File: src/rtl/tcp_pkg.sv
package tcp_pkg;

  typedef enum logic [2:0] {
    CM_HOLD = 3'd0,
    CM_SET  = 3'd1,
    CM_CLR  = 3'd2,
    CM_TOG  = 3'd3,
    CM_FLO  = 3'd4,
    CM_FHI  = 3'd5,
    CM_PWMA = 3'd6,
    CM_PWMB = 3'd7
  } cmp_mode_e;

  typedef enum logic [1:0] {
    PAIR_INDEP = 2'd0,
    PAIR_COPY  = 2'd1,
    PAIR_RSVD  = 2'd2,
    PAIR_COMP  = 2'd3
  } pair_sel_e;

  // Style A pulse level: up -> active below compare; down -> inactive above compare
  function automatic logic pwm_a_level(input logic down, input logic lt, input logic gt);
    return down ? !gt : lt;
  endfunction

  function automatic logic next_level(input cmp_mode_e m, input logic cur,
                                      input logic eq, input logic lt,
                                      input logic gt, input logic down);
    logic lvl;
    case (m)
      CM_HOLD: lvl = cur;
      CM_SET:  lvl = eq ? 1'b1 : cur;
      CM_CLR:  lvl = eq ? 1'b0 : cur;
      CM_TOG:  lvl = eq ? !cur : cur;
      CM_FLO:  lvl = 1'b0;
      CM_FHI:  lvl = 1'b1;
      CM_PWMA: lvl = pwm_a_level(down, lt, gt);
      default: lvl = !pwm_a_level(down, lt, gt);
    endcase
    return lvl;
  endfunction

endpackage

File: src/rtl/tcp_prep_gen.sv
module tcp_prep_gen #(
  parameter int CW = 16
) (
  input  logic          clk,
  input  logic          rst_n,
  input  logic [CW-1:0] cnt_val,
  input  logic          cnt_down,
  input  logic [CW-1:0] cmp_val,
  input  logic [2:0]    mode,
  input  logic          blocked,
  output logic          match,
  output logic          prep
);
  import tcp_pkg::*;

  logic is_lt, is_gt, lvl_next;

  assign match = (cnt_val == cmp_val);
  assign is_lt = (cnt_val < cmp_val);
  assign is_gt = (cnt_val > cmp_val);
  assign lvl_next = next_level(cmp_mode_e'(mode), prep, match, is_lt, is_gt, cnt_down);

  always_ff @(posedge clk or negedge rst_n) begin
    if (!rst_n)       prep <= 1'b0;
    else if (blocked) prep <= 1'b0;
    else              prep <= lvl_next;
  end
endmodule

File: src/rtl/tcp_clr_latch.sv
module tcp_clr_latch (
  input  logic clk,
  input  logic rst_n,
  input  logic ext_clr,
  input  logic clr_en,
  input  logic upd_evt,
  output logic clr_hit,
  output logic clr_hold,
  output logic blocked
);
  assign clr_hit = clr_en && ext_clr;
  assign blocked = clr_hit || clr_hold;

  always_ff @(posedge clk or negedge rst_n) begin
    if (!rst_n)       clr_hold <= 1'b0;
    else if (clr_hit) clr_hold <= 1'b1;
    else if (upd_evt) clr_hold <= 1'b0;
  end
endmodule

File: src/rtl/tcp_pair_mux.sv
module tcp_pair_mux (
  input  logic [1:0] pair_sel,
  input  logic       pri_en,
  input  logic       sec_en,
  input  logic       pri_prep,
  input  logic       sec_prep,
  output logic       pri_out,
  output logic       sec_out
);
  import tcp_pkg::*;

  logic sec_src;

  always_comb begin
    case (pair_sel_e'(pair_sel))
      PAIR_COPY: sec_src = pri_prep;
      PAIR_COMP: sec_src = !pri_prep;
      default:   sec_src = sec_prep;
    endcase
  end

  assign pri_out = pri_en && pri_prep;
  assign sec_out = sec_en && sec_src;
endmodule

File: src/rtl/tcp_pair_top.sv
module tcp_pair_top #(
  parameter int CW = 16
) (
  input  logic          clk,
  input  logic          rst_n,
  input  logic [CW-1:0] cnt_val,
  input  logic          cnt_down,
  input  logic [CW-1:0] pri_cmp,
  input  logic [2:0]    pri_mode,
  input  logic [CW-1:0] sec_cmp,
  input  logic [2:0]    sec_mode,
  input  logic          upd_evt,
  input  logic          ext_clr,
  input  logic          clr_en,
  input  logic [1:0]    pair_sel,
  input  logic          pri_en,
  input  logic          sec_en,
  output logic          pri_prep,
  output logic          sec_prep,
  output logic          pri_out,
  output logic          sec_out
);
  localparam int NCH = 2;

  logic [CW-1:0] cmp_arr  [NCH];
  logic [2:0]    mode_arr [NCH];
  logic [NCH-1:0] prep_vec;
  logic [NCH-1:0] match_vec;
  logic clr_hit, clr_hold, blocked;
  logic pri_match;

  assign cmp_arr[0]  = pri_cmp;
  assign cmp_arr[1]  = sec_cmp;
  assign mode_arr[0] = pri_mode;
  assign mode_arr[1] = sec_mode;

  tcp_clr_latch u_clr (
    .clk(clk), .rst_n(rst_n), .ext_clr(ext_clr), .clr_en(clr_en),
    .upd_evt(upd_evt), .clr_hit(clr_hit), .clr_hold(clr_hold), .blocked(blocked)
  );

  for (genvar ch = 0; ch < NCH; ch++) begin : g_ch
    tcp_prep_gen #(.CW(CW)) u_prep (
      .clk(clk), .rst_n(rst_n), .cnt_val(cnt_val), .cnt_down(cnt_down),
      .cmp_val(cmp_arr[ch]), .mode(mode_arr[ch]), .blocked(blocked),
      .match(match_vec[ch]), .prep(prep_vec[ch])
    );
  end

  assign pri_prep  = prep_vec[0];
  assign sec_prep  = prep_vec[1];
  assign pri_match = match_vec[0];

  tcp_pair_mux u_mux (
    .pair_sel(pair_sel), .pri_en(pri_en), .sec_en(sec_en),
    .pri_prep(prep_vec[0]), .sec_prep(prep_vec[1]),
    .pri_out(pri_out), .sec_out(sec_out)
  );
endmodule

File: config.mk
export PLATFORM = sky130hd
export DESIGN_NAME = tcp_pair_top
export DESIGN_NICKNAME = d
export VERILOG_FILES = /design/src/rtl/tcp_pkg.sv /design/src/rtl/tcp_prep_gen.sv /design/src/rtl/tcp_clr_latch.sv /design/src/rtl/tcp_pair_mux.sv /design/src/rtl/tcp_pair_top.sv
export SDC_FILE = /design/constraint.sdc
export NUM_CORES = 1
export LEC_CHECK = 0
export BUFFER_PORTS_ARGS = -buffer_cell sky130_fd_sc_hd__buf_2
export CORE_MARGIN = 1
export CORE_UTILIZATION = 40
export DETAILED_ROUTE_END_ITERATION = 12
export PLACE_DENSITY = 0.8
export REMOVE_ABC_BUFFERS = 1
export SETUP_SLACK_MARGIN = 0.1
export SKIP_LAST_GASP = 1
export SLEW_MARGIN = 5
export SYNTH_ARGS = -nofsm -noshare
export SYNTH_HDL_FRONTEND = slang
export SYNTH_SLANG_ARGS = --single-unit
File: constraint.sdc
create_clock -name clk -period 1.3 [get_ports clk]
set_clock_uncertainty 0.1 [all_clocks]
set_input_delay 0.325 -clock clk [delete_from_list [all_inputs] [get_ports clk]]
set_output_delay 0.325 -clock clk [all_outputs]
set_load 0.02 [all_outputs]
==> metrics <==
die height 55.9 µm; Yosys top cell area share 34.4%; Syn. warnings 0; clk sink count 3; worst hold path class in2reg; GRT met2 Usage 45.1%; crit end category register; Std-Cell Rows 19; ranking of synthesized cells by area ha_1 (34%), inv_1 (11%), a21oi_1 (6.9%); total grt overflow 0; vias in the first global route 1,510; Die ar. 3130 µm²; via count roughly 1,500; Worst-Skew Late Latency 0.24 ns; fmax 523 MHz; Adder-Cell Fraction of Synth Area 34.4%; H-tree depth 1; CP Data Required Time 1.37 ns; clock share of power 17.2%; Hold Path Depth 2; final-report setup violation count 5; crit path time final 1.91 ns; Max transition margin 79.1%; Nets about 370; compound-cell area share of the yosys netlist 21.0%; Tot Pwr 0.963 mW; TritonCTS buffer count 3; Synth Area in XOR/XNOR less than 1%; # IOs slightly below 70; r2r worst-path depth 4; Synth area leader ha_1; Pint 0.589 mW; Final Cycle Share 147%; DRT iter0 DRCs 46; net switching power 0.375 mW; Post-DRT Antenna Nets 0; worst endpoint data arrival time just under 2 ns; Total GRT Usage 22.6%; Reg clk slew, reported paths 0.04 ns; violated checks design-rule violations, negative setup slack; most common cell in the netlist inv_1; Avg Cell Area, Syn 7.09 µm²; Static Leak roughly 1.1 nW; Synth Cell Area ~1200 µm²; simple-gate portion of the synthesized area 26.0%; residual DRC count 2; core area about 2800 µm²; flops & latches, synth 3; final worst-path setup slack -0.612 ns; Slew @ Worst Pin around 0.31 ns; First-pass DRT Iterations 8; clk root buf clkbuf_4; post-detail-place hpwl about 2700 µm; synth cell count leaders inv_1 (35), ha_1 (32), a21oi_1 (16); GR Util met1 25.8%; P&R area growth vs syn 86.5%; power share of the combinational group 71.4%; Die Wd 55.9 µm; Setup Crit Path Kind in2reg; Post-Route Utilization 78.6%; RSZ-0062 raised after global routing yes; layout cells sized above 1 52.6%; drt via density 5.18; antenna cells 0; gpl congestion 0.863; routed len/inst 13.3 µm; CTS Buffer Depth 2; first-pass GRT wire length 5820 µm; GR Layer Usage met3 2.33%; MaxCap Viol Count 0; fraction of registers with async set/reset 100%; Post-Synthesis Cells 164; Pwr per Cell Area between 400 and 500 nW/µm²; DRT Wirelength 3970 µm; starting density of the core 42.2%; Slew Limit Fails 0; status complete, but fails checks; # port buffers 67; antenna violations before repair 0; placed inst area approximately 1800 µm²; sequential area share after synthesis 6.46%; sw frac 38.9%; mux cell area share after synthesis 0%; part of the power in registers 11.4%; Max VDD drop roughly 0.00052 V; CP Launch Type input port; Post-synth EDFFs 0; CP Max Fanout 2; Setup TNS -1.59 ns; largest family of logic cells by synthesized area adder cells; Final Instance Area between 2000 and 2500 µm²; endpoints failing hold 0; Synth Flop Type dfrtp_1; CTS tree yes; grt peak-use layer met2; post-synth cell types 30; largest net degree at the start of global routing 8
## area by class of cell
cell class | count | area, µm²
Sequential cell | 3 | 75.1
Timing Repair Buffer | 100 | 674
Tap cell | 31 | 38.8
Inverter | 35 | 134
Fill cell | 185 | 589
Multi-Input combinational cell | 126 | 1220
Clock buffer | 4 | 26.3
## flip-flops by register name, summed over array words and instances (netlist names)
| signal | cells |
|---|---|
| g_ch.u_prep.prep | 2 |
| u_clr.clr_hold | 1 |
## through the flow
step	hold WS, ns	setup slack, ns	std cells
2_1_floorplan	-0.0706	-0.738	164
3_3_place_gp	0.0204	-0.894	292
3_5_place_dp	0.0220	-0.951	292
4_1_cts	0.184	-0.573	297
5_1_grt	0.196	-0.675	299
6_report	0.178	-0.612	299
## worst max-delay path, stage by stage
cell     delay (ns)
buf_2          0.11
ha_1           0.31
nand2_1        0.09
or4_4          0.16
a21oi_2        0.04
or4_4          0.55
o31a_1         0.26
o21ai_2        0.12
## cell usage in the layout, fill, tap and decap left out, drive strengths merged, types with 2 or more instances in the layout
cell type and instances:
nor3 3, o21ai 12, inv 35, nor2 9, buf 99, nand2 12
nand3 4, dfrtp 3, and3 3, nand2b 3, a211oi 5, nor4 2
ha 32, o31a 2, o211ai 2, clkbuf 4, or4 2, a21oi 16
nand4 10
## final timing paths
kind	start	to	slack (ns)
min	upd_evt	u_clr.clr_hold$_DFFE_PN0P_	0.18
min in group asynchronous	rst_n	g_ch[1].u_prep.prep$_DFFE_PN0P_	0.31
min reg2reg	u_clr.clr_hold$_DFFE_PN0P_	u_clr.clr_hold$_DFFE_PN0P_	0.45
max reg2reg	u_clr.clr_hold$_DFFE_PN0P_	g_ch[1].u_prep.prep$_DFFE_PN0P_	-0.07
max	cnt_val[9]	g_ch[1].u_prep.prep$_DFFE_PN0P_	-0.61
max in group asynchronous	rst_n	u_clr.clr_hold$_DFFE_PN0P_	0.68
## kinds of logic after synthesis
| logic type | Yosys count |
|---|---|
| AOI/OAI and AO/OA | 40 |
| buffers and inverters | 35 |
| DFF | 3 |
| and+or+nand+nor | 53 |
| adders and majority gates | 32 |
| xor gates and xnor gates | 1 |
## metal layers
metal	vias to the layer above	part of all wire [%]
li1	791	-
met1	688	40
met2	57	53
met3	12	4.7
met4	0	2.7
met5	-	0
## power groups by stage
stage	clock [mW]	sequential [mW]	combinational (mW)
global route	0.180	0.111	0.757
finish	0.166	0.110	0.687
detailed placement	0	0.110	0.514
CTS	0.167	0.110	0.587
floorplan	0	0.117	0.251
global placement	0	0.109	0.499
## timing repair
item                                    in CTS  in global routing
buffers inserted                             0                  2
pin swaps                                   11                 14
hold endpoints to repair                     3                  0
resized for setup                           32                 32
hold buffers                                 1                  0
endpoints found under the setup margin       6                  6
No activity file was read; power rests on OpenSTA's default activity.
